==> src/rtl/uart_irq_pkg.sv <==
package uart_irq_pkg;
  localparam int unsigned IER_W  = 4;
  localparam int unsigned ID_W   = 4;
  localparam int unsigned N_SRC  = 4;

  // identification codes (low nibble)
  localparam logic [ID_W-1:0] ID_NONE   = 4'h1;
  localparam logic [ID_W-1:0] ID_LINE   = 4'h6;
  localparam logic [ID_W-1:0] ID_RXDATA = 4'h4;
  localparam logic [ID_W-1:0] ID_THRE   = 4'h2;
  localparam logic [ID_W-1:0] ID_MODEM  = 4'h0;

  // enable bit positions
  localparam int unsigned EN_RX    = 0;
  localparam int unsigned EN_THRE  = 1;
  localparam int unsigned EN_LINE  = 2;
  localparam int unsigned EN_MODEM = 3;

  // line status bits
  localparam int unsigned LSR_DR   = 0;
  localparam int unsigned LSR_THRE = 5;
  localparam logic [7:0]  LSR_ERR_MASK = 8'h1E;

  // source order = priority order, index 0 most urgent
  typedef enum logic [1:0] {
    SRC_LINE  = 2'd0,
    SRC_RX    = 2'd1,
    SRC_THRE  = 2'd2,
    SRC_MODEM = 2'd3
  } src_e;

  function automatic logic [ID_W-1:0] src_code(input int unsigned idx);
    case (idx)
      0:       return ID_LINE;
      1:       return ID_RXDATA;
      2:       return ID_THRE;
      default: return ID_MODEM;
    endcase
  endfunction
endpackage

==> src/rtl/uart_irq_ier.sv <==
module uart_irq_ier
  import uart_irq_pkg::*;
#(
  parameter int unsigned DATA_W = 8
) (
  input  logic              clk_i,
  input  logic              rst_ni,
  input  logic              we_i,
  input  logic [DATA_W-1:0] wdata_i,
  input  logic              thr_we_i,
  input  logic              iir_re_i,
  input  logic [ID_W-1:0]   cur_id_i,
  input  logic              lsr_thre_i,
  output logic [IER_W-1:0]  ier_o,
  output logic              thr_pend_o
);
  logic [IER_W-1:0] ier_q;
  logic             pend_q;
  logic             pend_set, pend_clr;
  logic             unused_hi;

  assign unused_hi = ^wdata_i[DATA_W-1:IER_W];

  assign pend_set = we_i && lsr_thre_i;
  assign pend_clr = thr_we_i || (iir_re_i && (cur_id_i == ID_THRE));

  always_ff @(posedge clk_i or negedge rst_ni) begin
    if (!rst_ni) begin
      ier_q <= '0;
    end else if (we_i) begin
      ier_q <= wdata_i[IER_W-1:0];
    end
  end

  always_ff @(posedge clk_i or negedge rst_ni) begin
    if (!rst_ni) begin
      pend_q <= 1'b0;
    end else if (pend_set) begin
      pend_q <= 1'b1;
    end else if (pend_clr) begin
      pend_q <= 1'b0;
    end
  end

  assign ier_o      = ier_q;
  assign thr_pend_o = pend_q;

  p_ier_low_r2: assert property (@(posedge clk_i) disable iff (!rst_ni)
    we_i |=> ier_o == $past(wdata_i[IER_W-1:0]));
  p_ier_hold_r2: assert property (@(posedge clk_i) disable iff (!rst_ni)
    !we_i |=> $stable(ier_o));
  p_pend_set_r6: assert property (@(posedge clk_i) disable iff (!rst_ni)
    (we_i && lsr_thre_i) |=> thr_pend_o);
  p_pend_clr_r6: assert property (@(posedge clk_i) disable iff (!rst_ni)
    (thr_we_i && !(we_i && lsr_thre_i)) |=> !thr_pend_o);
endmodule

==> src/rtl/uart_irq_sel.sv <==
module uart_irq_sel
  import uart_irq_pkg::*;
#(
  parameter int unsigned LSR_W = 8,
  parameter int unsigned MSR_W = 4
) (
  input  logic [IER_W-1:0] ier_i,
  input  logic [LSR_W-1:0] lsr_i,
  input  logic             thr_pend_i,
  input  logic [MSR_W-1:0] msr_delta_i,
  output logic [ID_W-1:0]  id_o,
  output logic             any_o
);
  logic [N_SRC-1:0] req;
  logic [N_SRC-1:0] gnt;

  assign req[SRC_LINE]  = ier_i[EN_LINE]  && |(lsr_i & LSR_W'(LSR_ERR_MASK));
  assign req[SRC_RX]    = ier_i[EN_RX]    && lsr_i[LSR_DR];
  assign req[SRC_THRE]  = ier_i[EN_THRE]  && thr_pend_i;
  assign req[SRC_MODEM] = ier_i[EN_MODEM] && |msr_delta_i;

  // fixed priority: lower index wins
  for (genvar g = 0; g < N_SRC; g++) begin : g_pri
    if (g == 0) begin : g_top
      assign gnt[g] = req[g];
    end else begin : g_rest
      assign gnt[g] = req[g] && !(|req[g-1:0]);
    end
  end

  always_comb begin
    id_o = ID_NONE;
    for (int i = 0; i < N_SRC; i++) begin
      if (gnt[i]) id_o = src_code(i);
    end
  end

  assign any_o = |req;

  always_comb begin
    p_gnt_onehot_r3: assert ($onehot0(gnt));
  end
endmodule

==> src/rtl/uart_irq_iir.sv <==
module uart_irq_iir
  import uart_irq_pkg::*;
(
  input  logic             clk_i,
  input  logic             rst_ni,
  input  logic [IER_W-1:0] ier_i,
  input  logic [ID_W-1:0]  sel_id_i,
  input  logic             sel_any_i,
  input  logic             hi_we_i,
  input  logic [3:0]       hi_i,
  output logic [7:0]       iir_o,
  output logic             irq_o
);
  logic [3:0] hi_q;
  logic [3:0] lo_q;
  logic       irq_q;
  logic       ier_on;

  assign ier_on = |ier_i;

  always_ff @(posedge clk_i or negedge rst_ni) begin
    if (!rst_ni) begin
      hi_q <= '0;
    end else if (hi_we_i) begin
      hi_q <= hi_i;
    end
  end

  // zero enable register: hold identification, force line low
  always_ff @(posedge clk_i or negedge rst_ni) begin
    if (!rst_ni) begin
      lo_q  <= ID_NONE;
      irq_q <= 1'b0;
    end else if (!ier_on) begin
      irq_q <= 1'b0;
    end else begin
      lo_q  <= sel_id_i;
      irq_q <= sel_any_i;
    end
  end

  assign iir_o = {hi_q, lo_q};
  assign irq_o = irq_q;

  p_zero_ier_irq_r8: assert property (@(posedge clk_i) disable iff (!rst_ni)
    !ier_on |=> !irq_o);
  p_zero_ier_hold_r8: assert property (@(posedge clk_i) disable iff (!rst_ni)
    !ier_on |=> $stable(iir_o[3:0]));
  p_hi_keep_r9: assert property (@(posedge clk_i) disable iff (!rst_ni)
    !hi_we_i |=> $stable(iir_o[7:4]));
  p_irq_id_r10: assert property (@(posedge clk_i) disable iff (!rst_ni)
    irq_o |-> iir_o[3:0] != ID_NONE);
  p_irq_follow_r10: assert property (@(posedge clk_i) disable iff (!rst_ni)
    (ier_on && sel_id_i != ID_NONE) |=> irq_o);
endmodule

==> src/rtl/uart_irq_prio.sv <==
module uart_irq_prio
  import uart_irq_pkg::*;
#(
  parameter int unsigned DATA_W = 8,
  parameter int unsigned MSR_W  = 4
) (
  input  logic              clk_i,
  input  logic              rst_ni,
  input  logic              ier_we_i,
  input  logic [DATA_W-1:0] ier_wdata_i,
  input  logic              thr_we_i,
  input  logic              iir_re_i,
  input  logic              iir_hi_we_i,
  input  logic [3:0]        iir_hi_i,
  input  logic [DATA_W-1:0] lsr_i,
  input  logic [MSR_W-1:0]  msr_delta_i,
  output logic [IER_W-1:0]  ier_o,
  output logic [7:0]        iir_o,
  output logic              irq_o
);
  logic [IER_W-1:0] ier;
  logic             thr_pend;
  logic [ID_W-1:0]  sel_id;
  logic             sel_any;

  uart_irq_ier #(.DATA_W(DATA_W)) u_ier (
    .clk_i      (clk_i),
    .rst_ni     (rst_ni),
    .we_i       (ier_we_i),
    .wdata_i    (ier_wdata_i),
    .thr_we_i   (thr_we_i),
    .iir_re_i   (iir_re_i),
    .cur_id_i   (iir_o[3:0]),
    .lsr_thre_i (lsr_i[LSR_THRE]),
    .ier_o      (ier),
    .thr_pend_o (thr_pend)
  );

  uart_irq_sel #(.LSR_W(DATA_W), .MSR_W(MSR_W)) u_sel (
    .ier_i       (ier),
    .lsr_i       (lsr_i),
    .thr_pend_i  (thr_pend),
    .msr_delta_i (msr_delta_i),
    .id_o        (sel_id),
    .any_o       (sel_any)
  );

  uart_irq_iir u_iir (
    .clk_i     (clk_i),
    .rst_ni    (rst_ni),
    .ier_i     (ier),
    .sel_id_i  (sel_id),
    .sel_any_i (sel_any),
    .hi_we_i   (iir_hi_we_i),
    .hi_i      (iir_hi_i),
    .iir_o     (iir_o),
    .irq_o     (irq_o)
  );

  assign ier_o = ier;
endmodule

==> config.mk <==
export PLATFORM = sky130hd
export DESIGN_NAME = uart_irq_prio
export DESIGN_NICKNAME = d
export VERILOG_FILES = /design/src/rtl/uart_irq_pkg.sv /design/src/rtl/uart_irq_ier.sv /design/src/rtl/uart_irq_sel.sv /design/src/rtl/uart_irq_iir.sv /design/src/rtl/uart_irq_prio.sv
export SDC_FILE = /design/constraint.sdc
export NUM_CORES = 1
export LEC_CHECK = 0
export ABC_AREA = 1
export BUFFER_PORTS_ARGS = -buffer_cell sky130_fd_sc_hd__buf_4
export CORE_UTILIZATION = 31
export CTS_CLUSTER_DIAMETER = 120
export DETAILED_ROUTE_END_ITERATION = 8
export PLACE_DENSITY = 0.71
export REMOVE_ABC_BUFFERS = 1
export SKIP_CTS_REPAIR_TIMING = 1
export SLEW_MARGIN = 20
export SYNTH_ARGS = -nofsm -noshare
export SYNTH_HDL_FRONTEND = slang
export SYNTH_SLANG_ARGS = --single-unit
==> constraint.sdc <==
create_clock -name clk_i -period 1.7 [get_ports clk_i]
set_input_delay 0.34 -clock clk_i [delete_from_list [all_inputs] [get_ports clk_i]]
set_output_delay 0.34 -clock clk_i [all_outputs]
set_load 0.05 [all_outputs]
==> results.py, run 1 <==
metrics = {
    "synthesis": {
        "synth_top_family_by_area": "simple AND/OR/NAND/NOR gates",
        "synth_top_area_cell": "dfrtp_1",
        "synthMuxAreaShare_pct": 12.1,
        "yosys_warnings": 0,
        "synth_flop_cell": "dfrtp_1",
        "synth_xor_xnor_area_share_pct": 0,
        "synthAdderAreaFrac_pct": 0,
        "synth.distinct_cells": 16,
        "synthArstFlopShare_pct": 100,
        "synth_seq_cells": 13,
        "synth_top_area_share_pct": 53.9,
        "syn_area_per_cell_um2": 10.3,
        "ys_seq_area_share_pct": 58.7,
        "synth-edff-count": 0,
        "ys_top_cells_by_count": "12 x dfrtp_1, 10 x nand2_1, 7 x nor2_1",
        "synth_simple_gate_area_share_pct": 18.9,
        "synthTopCellsByArea": "dfrtp_1 54%, mux2_2 12%, nand2_1 6.7%",
        "synth-compound-area-share_pct": 5.62,
        "syn-cell-area_um2": 557,
        "synth.most_common_cell": "dfrtp_1",
        "synthCells": 54,
    },
    "worst_setup_path": {
        "slowest_stage": "dfstp_2",
        "reg2reg_depth": 5,
        "timing.rr.end": "u_iir.lo_q[0]",
        "path_cells": "buf_4",
        "endpoint_kind": "primary output",
        "required_ps": 1360,
        "path_class": "flip-flop to primary output",
        "cp.buffers_inverters": 1,
        "start_kind": "flip-flop",
        "r2r_slack_ps": 790,
        "worst_ep_arrival_time_ps": 1010,
        "crit_family": "flip-flops",
        "cp_num_cells": 1,
        "path_max_fanout": 3,
        "slowest_delay_ps": 550,
        "rr_startpoint": "u_ier.ier_o[1]",
    },
    "placed_design": {
        "dp_hpwl_um": 958,
        "port_buffers": 35,
        "place_congestion": 0.672,
    },
    "floorplan": {
        "die_w_um": 44.4,
        "row_count": 14,
        "dieArea_mm2": 0.00197,
        "pin_count": 43,
        "chipHeight_um": 44.4,
        "start_util_pct": 34.9,
        "core_region_area_mm2": 0.00159,
    },
    "clock_network": {
        "clockBufferDepth": 2,
        "ctsHtreeMaxLevel": 1,
        "root_buffer": "clkbuf_4",
        "cts_tree": "built",
        "clock-sinks": 13,
        "insertion_delay_ps": 270,
        "numCtsBuffers": 3,
        "clk_pin_slew_ps": 80,
    },
    "global_route": {
        "gr-usage-all-layers_pct": 15.6,
        "overflow": 0,
        "antenna_found_initial": 0,
        "grt_max_degree": 14,
        "grt_pass1_wl_mm": 2.14,
        "first_global_vias": 513,
    },
    "hold_path": {
        "hold_end": "u_ier.thr_pend_o",
        "min_from": "lsr_i[5]",
        "hold_path.class": "input port to flip-flop",
        "hold_depth": 3,
    },
    "routing": {
        "wl_per_cell_um": 10.1,
        "drt_pass1_iterations": 4,
        "drt_iter0_markers": 9,
        "antenna_left": 0,
        "drc": 0,
        "wl_mm": 1.18,
        "vias": 503,
        "via_per_inst": 4.30,
    },
    "sta": {
        "setup_violations": 0,
        "fin_tns_setup_ps": 0,
        "hold_viol": 0,
        "finClkSkew_ps": 4.36,
        "min_period_over_period_pct": 79.2,
        "rsz0062_at_grt": "false",
        "period_needed_ps": 1350,
        "max_freq_mhz": 742,
        "slew_viol_final": 0,
    },
    "power_and_ir_drop": {
        "powerDensity_mw_per_mm2": 944,
        "ir_worst_vdd_uv": 401,
        "fin_total_pwr_uw": 829,
        "cellLeakagePower_nw": 0.446,
    },
    "job": {
        "max_cap_viol_count": 0,
    },
    "cells_and_area": {
        "diodes": 0,
        "drive_gt1_share_pct": 51.6,
        "layout.nets": 124,
        "areaGrowthSynthToFinish_pct": 57.8,
    },
    "outcome": {
        "status": "complete, no violations",
    },
}
-- cell type report --
| type | count | area, µm² |
|---|---|---|
| clock buffer | 4 | 26.3 |
| sequential | 13 | 327 |
| fill | 147 | 716 |
| timing repair buffer | 36 | 273 |
| tap | 24 | 30.0 |
| multi-input combinational | 36 | 208 |
| inverter | 4 | 15.0 |
-- worst min-delay path: stages --
cell,delay (ps)
buf_4,70
nand2_1,40
nand2_1,50
-- metrics by stage --
step           area (µm²)  worst slack [ps]  cells  util [%]  hold slack [ps]
2_1_floorplan         549               593     53         -             44.4
3_3_place_gp          842               646    112      52.8              191
3_5_place_dp          842               646    112      52.8              192
4_1_cts               868               344    116      54.5            -99.0
5_1_grt               878               304    117      55.1              256
6_report              878               353    117      55.1              273
-- report_power, final --
| group | internal, mW | switching (mW) | leakage [nW] |
|---|---|---|---|
| combinational | 0.104 | 0.171 | 0.281 |
| clock | 0.0907 | 0.0948 | 0.0150 |
| sequential | 0.345 | 0.0245 | 0.150 |
| total | 0.539 | 0.290 | 0.446 |
-- sequential cells by signal (all words and copies together), names as in the netlist --
name and cells:
u_iir.hi_q 4, u_ier.ier_o 4, u_ier.thr_pend_o 1, u_iir.lo_q 3
u_iir.irq_o 1
-- logic make-up (layout without fill, tap and decap cells) --
logic type      after synthesis  in the layout
simple gates                 24             24
compound gates                5              5
other cells                   1              1
mux                           6              6
buf+inv                       5             44
flops                        13             13
-- routing by layer --
metal	share of wire (%)	vias to the layer above	GRT usage (%)	wire length (µm)
met3	7.1	0	5.31	84
met1	46	228	19.7	545
met2	46	25	22.6	547
met5	0	-	0	0
li1	-	250	-	-
met4	0	0	10.3	0
-- worst max-delay path by stage --
stage / slack (ps) / startpoint / to
floorplan: 590 / u_ier.ier_o[0] / u_iir.lo_q[0]
global placement: 650 / u_iir.lo_q[0] / iir_o[0]
detailed placement: 650 / u_iir.lo_q[0] / iir_o[0]
CTS: 340 / u_iir.lo_q[0] / iir_o[0]
global route: 300 / u_iir.lo_q[0] / iir_o[0]
finish: 350 / u_iir.lo_q[0] / iir_o[0]
-- cell usage in the layout, fill, tap and decap left out --
cell,Yosys,layout
nand4_1,1,1
dfrtp_1,12,12
dfstp_2,1,1
clkbuf_1,0,1
dlygate4sd3_1,0,1
a21boi_2,1,1
o21ai_0,3,3
mux2_2,6,6
nor2_2,1,1
inv_1,4,4
a21oi_1,1,1
nand2_2,1,1
nand2_1,10,10
nand3_1,3,3
nand3b_1,1,1
buf_4,1,35
nor2_1,7,7
clkbuf_4,0,3
conb_1,1,1
(Power assumes the default switching activity.)
==> inputs of run 2 (changes only) <==
- ABC_AREA: 1 -> 0
- PLACE_DENSITY: 0.71 -> 0.74
- clock period: 1.7 -> 1.2 ns (I/O delays scaled with it)
==> run 2 against run 1 <==
Against the previous run:
- sequential power is 41% higher
- synthesized cell count shrank 26%
- the run now ends with DRC, setup timing left
- area after synthesis down 3.6%
- clock skew shrank 2.0 ps
- clock power up 43%
- die area shrank 3.4%
- final cell count shrank 15%
- worst setup slack worse by 380 ps
- clock-buffer cell count is the same
- critical path depth is the same
- wire length increased by 14%
- utilization increased by 4.8 points
==> results.py, run 2 <==
metrics = {
    "floorplan": {
        "core_region_area_mm2": 0.00156,
        "pin_count": 43,
        "chipHeight_um": 43.6,
        "dieArea_mm2": 0.00190,
        "start_util_pct": 34.4,
        "die_w_um": 43.6,
        "row_count": 14,
    },
    "worst_setup_path": {
        "slowest_stage": "dfstp_2",
        "crit_family": "flip-flops",
        "endpoint_kind": "primary output",
        "path_cells": "buf_8",
        "start_kind": "flip-flop",
        "slowest_delay_ps": 570,
        "required_ps": 960,
        "path_class": "flip-flop to primary output",
        "cp.buffers_inverters": 1,
        "path_max_fanout": 3,
        "worst_ep_arrival_time_ps": 990,
    },
    "synthesis": {
        "synth_xor_xnor_area_share_pct": 0,
        "synthAdderAreaFrac_pct": 0,
        "synthCells": 40,
        "synth_flop_cell": "dfrtp_1",
        "synthTopCellsByArea": "dfrtp_1 56%, mux2_1 17%, dfstp_2 4.9%",
        "yosys_warnings": 0,
        "ys_top_cells_by_count": "12 x dfrtp_1, 8 x mux2_1, 3 x nand2_1, 3 x nor2_1",
        "syn-cell-area_um2": 537,
        "synthArstFlopShare_pct": 100,
        "synth_top_family_by_area": "multiplexers",
        "synth-compound-area-share_pct": 8.16,
        "synthMuxAreaShare_pct": 16.8,
        "synth_top_area_share_pct": 55.9,
        "synth.most_common_cell": "dfrtp_1",
        "synth.distinct_cells": 18,
        "syn_area_per_cell_um2": 13.4,
        "synth_top_area_cell": "dfrtp_1",
        "synth-edff-count": 0,
        "synth_simple_gate_area_share_pct": 11.4,
        "synth_seq_cells": 13,
        "ys_seq_area_share_pct": 60.8,
    },
    "global_route": {
        "grt_pass1_wl_mm": 2.01,
        "first_global_vias": 489,
        "gr-usage-all-layers_pct": 14.9,
        "antenna_found_initial": 0,
        "overflow": 0,
        "grt_max_degree": 14,
    },
    "sta": {
        "holdWs_ps": 181,
        "hold_viol": 0,
        "period_needed_ps": 1230,
        "fin_tns_setup_ps": -43.1,
        "rsz0062_at_grt": "true",
        "slew_viol_final": 0,
        "setup_slack_ps": -28.9,
        "max_freq_mhz": 814,
        "finClkSkew_ps": 2.41,
        "setup_violations": 2,
        "min_period_over_period_pct": 102,
    },
    "clock_network": {
        "clockBufferDepth": 2,
        "clk_pin_slew_ps": 80,
        "insertion_delay_ps": 270,
        "root_buffer": "clkbuf_4",
        "clock-sinks": 13,
        "ctsHtreeMaxLevel": 1,
        "numCtsBuffers": 3,
        "cts_tree": "built",
    },
    "routing": {
        "drt_iter0_markers": 1,
        "via_per_inst": 4.78,
        "wl_mm": 1.34,
        "drc": 1,
        "vias": 478,
        "drt_pass1_iterations": 5,
        "wl_per_cell_um": 13.4,
        "antenna_left": 0,
    },
    "cells_and_area": {
        "drive_gt1_share_pct": 56.0,
        "fin_util_pct": 59.9,
        "layout_commonest_cell": "buf_4",
        "layout.nets": 115,
        "num-fill-cells": 134,
        "areaGrowthSynthToFinish_pct": 73.9,
        "fin_cells": 100,
        "layout_common_cells": "32 x buf_4, 12 x dfrtp_1, 8 x mux2_1",
        "diodes": 0,
    },
    "power_and_ir_drop": {
        "ir_worst_vdd_uv": 644,
        "powerDensity_mw_per_mm2": 1320,
        "cellLeakagePower_nw": 0.451,
    },
    "placed_design": {
        "place_ws_ps": -0.935,
        "place_congestion": 0.689,
        "port_buffers": 35,
        "dp_cells": 94,
        "dp_hpwl_mm": 1.02,
    },
    "outcome": {
        "status": "finished, violations left",
        "violations": "DRC, setup timing",
    },
    "hold_path": {
        "hold_path.class": "input port to flip-flop",
    },
    "job": {
        "max_cap_viol_count": 0,
    },
}
-- run 2: layout make-up --
| cell class | instances | area, µm² | share of cell area, % |
|---|---|---|---|
| multi-input cells | 25 | 201 | 21.6 |
| inverters | 1 | 3.75 | 0.402 |
| clock buffers | 4 | 26.3 | 2.82 |
| well taps | 16 | 20.0 | 2.14 |
| repair buffers | 41 | 355 | 38.1 |
| flip-flops and latches | 13 | 327 | 35.0 |
-- run 2: power by group --
group | switching (mW) | internal [mW] | leakage (nW)
Combinational | 0.256 | 0.193 | 0.287
Clock | 0.138 | 0.129 | 0.0150
Sequential | 0.0311 | 0.489 | 0.149
-- run 2: path summary, 6_finish.rpt --
path	from	slack (ps)	end	cells past startpoint
min reg2reg	u_iir.hi_q[3]	500	u_iir.hi_q[3]	1
min in group asynchronous	rst_ni	350	u_iir.hi_q[3]	2
min	iir_hi_i[3]	180	u_iir.hi_q[3]	2
max	u_iir.lo_q[0]	-30	iir_o[0]	1
max reg2reg	u_ier.ier_o[2]	-10	u_iir.lo_q[1]	3
max in group asynchronous	rst_ni	620	u_iir.lo_q[0]	2
-- run 2: through the flow --
stage | power, mW | instance area, µm²
finish | 1.24 | 933
global route | 1.30 | 933
CTS | 1.20 | 868
detailed placement | 0.934 | 842
global placement | 0.924 | 842
floorplan | 0.750 | 529
-- run 2: cell families (layout without fill, tap and decap cells) --
group / after synthesis / count (layout)
AO/OA/AOI/OAI: 5 / 5
multiplexers: 8 / 8
other: 1 / 1
buffers and inverters: 2 / 46
AND/OR/NAND/NOR: 11 / 11
flip-flops: 13 / 13
-- run 2: metal layers --
| metal | track usage (%) | vias to the layer above | share of wire, % |
|---|---|---|---|
| met5 | 0 | - | 0 |
| met4 | 5.63 | 0 | 0 |
| met3 | 5.00 | 0 | 4.3 |
| met2 | 26.6 | 16 | 59 |
| met1 | 16.3 | 229 | 37 |
| li1 | - | 233 | - |
